$ cat src/rtl/irq_agg_pkg.sv
package irq_agg_pkg;
  localparam int NUM_AREAS = 4;

  typedef enum logic [1:0] {
    AREA_LINK  = 2'd0,
    AREA_RX    = 2'd1,
    AREA_TX    = 2'd2,
    AREA_ASYNC = 2'd3
  } area_e;

  localparam logic [11:0] GLOB_OFFSET = 12'h018;
  localparam logic [11:0] ENABLE_GAP  = 12'h004;

  // byte offset of an area's status register, indexed by summary bit
  function automatic logic [11:0] status_offset(input int unsigned area);
    case (area)
      32'd0:   return 12'h008;
      32'd1:   return 12'h04C;
      32'd2:   return 12'h02C;
      default: return 12'h0A0;
    endcase
  endfunction
endpackage

$ cat src/rtl/irq_area_reg.sv
module irq_area_reg #(
  parameter int STAT_W = 19
) (
  input  logic              clk,
  input  logic              rst_n,
  input  logic [STAT_W-1:0] ev,
  input  logic              stat_we,
  input  logic              en_we,
  input  logic [STAT_W-1:0] wdata,
  output logic [STAT_W-1:0] stat,
  output logic [STAT_W-1:0] en,
  output logic              pending
);
  logic [STAT_W-1:0] clr_mask;
  logic [STAT_W-1:0] stat_nxt;

  always_comb begin
    clr_mask = stat_we ? wdata : '0;
    // a fresh event outranks an acknowledge in the same cycle
    stat_nxt = (stat & ~clr_mask) | ev;
  end

  always_ff @(posedge clk or negedge rst_n) begin
    if (!rst_n) begin
      stat <= '0;
      en   <= '0;
    end else begin
      stat <= stat_nxt;
      if (en_we) en <= wdata;
    end
  end

  assign pending = |(stat & en);

  // every pulsed bit is set one cycle later
  p_latch_r2: assert property (@(posedge clk) disable iff (!rst_n)
    1'b1 |=> ((stat & $past(ev)) == $past(ev)));

  // bits not written with 1 never drop
  p_hold_r3: assert property (@(posedge clk) disable iff (!rst_n)
    1'b1 |=> (($past(stat) & ~$past(clr_mask) & ~stat) == '0));

  // acknowledged bits without a new event are cleared
  p_clear_r3: assert property (@(posedge clk) disable iff (!rst_n)
    1'b1 |=> ((stat & $past(clr_mask) & ~$past(ev)) == '0));

  // enable changes only when written
  p_en_hold_r5: assert property (@(posedge clk) disable iff (!rst_n)
    !en_we |=> $stable(en));
endmodule

$ cat src/rtl/irq_reg_decode.sv
module irq_reg_decode
  import irq_agg_pkg::*;
#(
  parameter int ADDR_W = 12
) (
  input  logic                 clk,
  input  logic                 rst_n,
  input  logic [ADDR_W-1:0]    addr,
  input  logic                 wr_en,
  output logic [NUM_AREAS-1:0] stat_hit,
  output logic [NUM_AREAS-1:0] en_hit,
  output logic                 glob_hit,
  output logic [NUM_AREAS-1:0] stat_we,
  output logic [NUM_AREAS-1:0] en_we
);
  for (genvar g = 0; g < NUM_AREAS; g++) begin : g_area
    localparam logic [11:0] SOFF = status_offset(g);
    localparam logic [11:0] EOFF = SOFF + ENABLE_GAP;
    assign stat_hit[g] = (addr == ADDR_W'(SOFF));
    assign en_hit[g]   = (addr == ADDR_W'(EOFF));
    assign stat_we[g]  = wr_en & stat_hit[g];
    assign en_we[g]    = wr_en & en_hit[g];
  end

  // the summary register accepts no write strobe at all
  assign glob_hit = (addr == ADDR_W'(GLOB_OFFSET));

  // at most one register is selected by any address
  p_onehot_sel_r9: assert property (@(posedge clk) disable iff (!rst_n)
    $onehot0({stat_hit, en_hit, glob_hit}));

  // a write to the summary address strobes no register
  p_glob_nowrite_r8: assert property (@(posedge clk) disable iff (!rst_n)
    (wr_en && glob_hit) |-> (stat_we == '0 && en_we == '0));
endmodule

$ cat src/rtl/irq_read_mux.sv
module irq_read_mux
  import irq_agg_pkg::*;
#(
  parameter int STAT_W = 19,
  parameter int DATA_W = 32
) (
  input  logic                             clk,
  input  logic                             rst_n,
  input  logic                             rd_en,
  input  logic [NUM_AREAS-1:0]             stat_hit,
  input  logic [NUM_AREAS-1:0]             en_hit,
  input  logic                             glob_hit,
  input  logic [NUM_AREAS-1:0][STAT_W-1:0] stat_all,
  input  logic [NUM_AREAS-1:0][STAT_W-1:0] en_all,
  input  logic [NUM_AREAS-1:0]             summary,
  output logic [DATA_W-1:0]                rdata,
  output logic                             rvalid
);
  logic [DATA_W-1:0] rd_mux;

  always_comb begin
    rd_mux = '0;
    for (int i = 0; i < NUM_AREAS; i++) begin
      if (stat_hit[i]) rd_mux = DATA_W'(stat_all[i]);
      if (en_hit[i])   rd_mux = DATA_W'(en_all[i]);
    end
    if (glob_hit) rd_mux = DATA_W'(summary);
  end

  always_ff @(posedge clk or negedge rst_n) begin
    if (!rst_n) begin
      rdata  <= '0;
      rvalid <= 1'b0;
    end else begin
      rvalid <= rd_en;
      rdata  <= rd_en ? rd_mux : '0;
    end
  end

  // each request yields exactly one valid cycle
  p_rvalid_r9: assert property (@(posedge clk) disable iff (!rst_n)
    rd_en |=> rvalid);
  p_no_rvalid_r9: assert property (@(posedge clk) disable iff (!rst_n)
    !rd_en |=> !rvalid);

  // summary word has nothing above the nibble
  p_glob_upper_r6: assert property (@(posedge clk) disable iff (!rst_n)
    (rd_en && glob_hit) |=> (rdata[DATA_W-1:NUM_AREAS] == '0));
endmodule

$ cat src/rtl/irq_hier_agg.sv
module irq_hier_agg
  import irq_agg_pkg::*;
#(
  parameter int STAT_W = 19,
  parameter int ADDR_W = 12,
  parameter int DATA_W = 32
) (
  input  logic              clk,
  input  logic              rst_n,
  input  logic [STAT_W-1:0] ev_link,
  input  logic [STAT_W-1:0] ev_rx,
  input  logic [STAT_W-1:0] ev_tx,
  input  logic [STAT_W-1:0] ev_async,
  input  logic              bus_wr_en,
  input  logic              bus_rd_en,
  input  logic [ADDR_W-1:0] bus_addr,
  input  logic [DATA_W-1:0] bus_wdata,
  output logic [DATA_W-1:0] bus_rdata,
  output logic              bus_rvalid,
  output logic [3:0]        irq_summary,
  output logic              irq_n
);
  logic [NUM_AREAS-1:0][STAT_W-1:0] ev_all;
  logic [NUM_AREAS-1:0][STAT_W-1:0] stat_all;
  logic [NUM_AREAS-1:0][STAT_W-1:0] en_all;
  logic [NUM_AREAS-1:0]             pend;
  logic [NUM_AREAS-1:0]             stat_hit, en_hit, stat_we, en_we;
  logic                             glob_hit;

  always_comb begin
    ev_all[AREA_LINK]  = ev_link;
    ev_all[AREA_RX]    = ev_rx;
    ev_all[AREA_TX]    = ev_tx;
    ev_all[AREA_ASYNC] = ev_async;
  end

  irq_reg_decode #(.ADDR_W(ADDR_W)) u_dec (
    .clk      (clk),
    .rst_n    (rst_n),
    .addr     (bus_addr),
    .wr_en    (bus_wr_en),
    .stat_hit (stat_hit),
    .en_hit   (en_hit),
    .glob_hit (glob_hit),
    .stat_we  (stat_we),
    .en_we    (en_we)
  );

  for (genvar g = 0; g < NUM_AREAS; g++) begin : g_area
    irq_area_reg #(.STAT_W(STAT_W)) u_area (
      .clk     (clk),
      .rst_n   (rst_n),
      .ev      (ev_all[g]),
      .stat_we (stat_we[g]),
      .en_we   (en_we[g]),
      .wdata   (bus_wdata[STAT_W-1:0]),
      .stat    (stat_all[g]),
      .en      (en_all[g]),
      .pending (pend[g])
    );
  end

  assign irq_summary = pend;
  assign irq_n       = ~|pend;

  irq_read_mux #(.STAT_W(STAT_W), .DATA_W(DATA_W)) u_rd (
    .clk      (clk),
    .rst_n    (rst_n),
    .rd_en    (bus_rd_en),
    .stat_hit (stat_hit),
    .en_hit   (en_hit),
    .glob_hit (glob_hit),
    .stat_all (stat_all),
    .en_all   (en_all),
    .summary  (pend),
    .rdata    (bus_rdata),
    .rvalid   (bus_rvalid)
  );

  // the line is low exactly when some enabled status bit is set
  p_irq_line_r7: assert property (@(posedge clk) disable iff (!rst_n)
    (!irq_n) == (|(stat_all & en_all)));

  // coming out of reset the line is idle
  p_reset_idle_r1: assert property (@(posedge clk)
    $rose(rst_n) |-> irq_n);
endmodule

$ cat config.mk
export PLATFORM = sky130hd
export DESIGN_NAME = irq_hier_agg
export DESIGN_NICKNAME = d
export VERILOG_FILES = /design/src/rtl/irq_agg_pkg.sv /design/src/rtl/irq_area_reg.sv /design/src/rtl/irq_reg_decode.sv /design/src/rtl/irq_read_mux.sv /design/src/rtl/irq_hier_agg.sv
export SDC_FILE = /design/constraint.sdc
export NUM_CORES = 1
export LEC_CHECK = 0
export BUFFER_PORTS_ARGS = -buffer_cell sky130_fd_sc_hd__buf_2
export CORE_MARGIN = 4
export CORE_UTILIZATION = 32
export DETAILED_ROUTE_END_ITERATION = 10
export PLACE_DENSITY = 0.58
export SYNTH_ARGS = -nofsm -noshare
export SYNTH_HDL_FRONTEND = slang
export SYNTH_SLANG_ARGS = --single-unit
$ cat constraint.sdc
create_clock -name clk -period 1.7 [get_ports clk]
set_input_delay 0.34 -clock clk [delete_from_list [all_inputs] [get_ports clk]]
set_output_delay 0.34 -clock clk [all_outputs]
set_load 0.005 [all_outputs]
==> results_dict.tcl <==
set metrics [dict create \
    status "finished, violations left" \
    violations "setup timing" \
    holdPathStages 2 \
    ff_latch_area_mm2 0.00430 \
    die_y_um 172 \
    ant_nets 0 \
    r2r_setup_slack_ns -0.03 \
    setup_violations 100 \
    synth_top_area_cell "dfrtp_1" \
    finalHoldViolCount 0 \
    min_period_ns 2.52 \
    criticalPathCategory "flop to primary output" \
    hold_class "input port to flop" \
    grt_pass1_vias 8572 \
    synthDistinctLibCells 72 \
    r2r-start "g_area[2].u_area.en[0]$_DFFE_PN0P_" \
    fin_cells 1568 \
    fp-row-count 59 \
    syn-instance-count 787 \
    syn_avg_cell_area_um2 10.9 \
    gr-total-overflow 0 \
    rsz0062_at_grt "true" \
    grt_max_degree 55 \
    clock_path_buffers 2 \
    synth-edff-count 0 \
    async_reset_ff_share_pct 100 \
    layout_common_cells "buf_4 (255), dfrtp_1 (172), buf_2 (126)" \
    nFillCells 2312 \
    grt_pass1_wl_mm 52.3 \
    fmax_ghz 0.397 \
    slew_viol_final 0 \
    finish.utilization_pct 53.6 \
    hp-start "ev_async[13]" \
    routed_wl_mm 36.7 \
    place_area_mm2 0.0118 \
    synth-seq-area-share_pct 50.0 \
    power.total_mw 9.00 \
    hpwl_mm 25.5 \
    netlist_area_mm2 0.00861 \
    clock_skew_ns 0.0152 \
    r2r-end "u_rd.rdata[2]$_DFF_PN0_" \
    wl_per_cell_um 23.4 \
    setup_ws_ns -0.818 \
    portBuffers 135 \
    tightest_slew_ns 0.590 \
    place_congestion 0.936 \
    cts_tree "yes" \
    ys.flop_type "dfrtp_1" \
    first_pass_iters 6 \
    worstSetupStartpointType "flop" \
    reg2regPathDepth 8 \
    fin_crit_sh_pct 148 \
    die-area_mm2 0.0296 \
    cts-root-buf "clkbuf_16" \
    crit_path_end_kind "primary output" \
    power_density_mw_per_mm2 639 \
    yosys_register_bits 172 \
    multi_input_area_mm2 0.00503 \
    antenna_found_initial 0 \
    avgViaCountPerCell 5.42 \
    remaining_drc_errors 0 \
    drive_above_1_share_pct 59.4 \
    yosys-top-cells-area "dfrtp_1 (50%), mux2_2 (8.6%), a21o_1 (6.7%)" \
    whs_endpoint "g_area[3].u_area.stat[13]$_DFF_PN0_" \
    slew-limit-headroom_pct 60.7 \
    io_pins 162 \
    drt_iter0_markers 780 \
    n_antenna_cell 0 \
    setup.worst_path.start "g_area[2].u_area.en[16]$_DFFE_PN0P_" \
    clkSinkCount 172 \
    yosys_warnings 0 \
    syn_to_final_growth_pct 63.5 \
    layout_commonest_cell "buf_4" \
    chipWidth_um 172 \
    critPathArrivalTime_ns 2.18 \
    clock_latency_ns 0.44 \
    grt_use_total_pct 23.9 \
    core-area_mm2 0.0263 \
    cts_max_level 4 \
    fin_tns_setup_ns -17.02 \
    p_leak_nw 6.33 \
    vias 8493 \
    ir_drop_mv 0.763 \
    cap_violations 0 \
    cp_max_fo 2 \
    path_clk_slew_ns 0.08 \
    start_util_pct 32.8 \
    cts_buffers 17 \
    final_area_mm2 0.0141 \
    nNetsFinal 1344 \
    dp_cells 1482 \
    synth_top_area_share_pct 50.0 \
    crit_required_ns 1.36 \
]
worst max path at each step:
stage	slack (ns)	end
global placement	-0.70	u_rd.rdata[18]$_DFF_PN0_
CTS	-0.87	irq_n
finish	-0.82	irq_n
detailed placement	-0.78	u_rd.rdata[18]$_DFF_PN0_
global route	-0.90	irq_n
floorplan	-0.54	g_area[3].u_area.en[10]$_DFFE_PN0P_
flip-flops by register name, indices dropped and copies added (netlist names):
name,cells
g_area.u_area.stat,76
u_rd.rdata,19
g_area.u_area.en,76
u_rd.rvalid,1
cell type report:
class	count	area share, %
Multi-Input combinational cell	564	35.7
Sequential cell	172	30.6
Timing Repair Buffer	459	26.3
Clock buffer	17	3.02
Tap cell	335	2.98
Clock inverter	15	1.26
Inverter	6	0.187
synthesized netlist by cell type (3+ instances only):
master and number:
dfrtp_1 172, nand2_1 101, a21o_1 77, mux2_2 66, nor3_1 34, a22oi_1 25
o21ai_0 23, a21oi_1 22, buf_4 19, o22ai_1 19, clkbuf_1 17, mux2i_1 17
nor2_1 17, buf_2 16, and3_1 15, mux2_4 10, nand3_1 9, o31ai_1 9
nand2b_1 8, o221ai_1 8, inv_1 6, a22o_1 5, o41ai_1 5, a221oi_1 4
a222oi_1 4, buf_6 4, or2b_1 4, a32oi_1 3, and4_1 3, nand4_1 3
nor3_2 3, nor4_4 3, or2_2 3
metal layers:
layer	wire length, µm	GRT usage (%)	vias to the layer above
li1	-	-	3784
met1	15900	32.9	4287
met2	17000	37.6	374
met3	2650	4.37	48
met4	1120	8.85	0
met5	0	0	-
per-stage QoR:
stage,worst slack (ns),hold WS (ns)
6_report,-0.818,0.0672
3_3_place_gp,-0.702,0.272
2_1_floorplan,-0.538,0.0444
4_1_cts,-0.871,0.0590
5_1_grt,-0.897,0.0543
3_5_place_dp,-0.775,0.277
worst max-delay path: stages (launching register included):
cell and delay [ns]:
dfrtp_1 0.39, a22o_1 0.23, a221oi_1 0.25, and3_1 0.31
nand3_4 0.10, nor4_4 0.31, buf_2 0.16
power by group:
group | total, mW | switching [mW] | internal (mW)
registers | 4.10 | 0.00651 | 4.10
logic | 0.929 | 0.533 | 0.395
clock network | 3.97 | 1.99 | 1.98
total | 9.00 | 2.53 | 6.48
timing repair:
action                                  CTS  global route
setup buffers                            26            27
endpoints found under the setup margin   98           138
pin swaps                                58            77
endpoints found under the hold margin    33             0
hold buffers                              1             0
cloned                                   10             7
gates resized for setup                 160           111
logic make-up after synthesis:
family,synth area share (%)
AO/OA/AOI/OAI,19.0
XOR/XNOR,0.102
buffers and inverters,4.26
flip-flops,50.0
multiplexers,12.3
other,0.0435
AND/OR/NAND/NOR,14.3
Note: power is estimated with default switching activity, not from simulation.
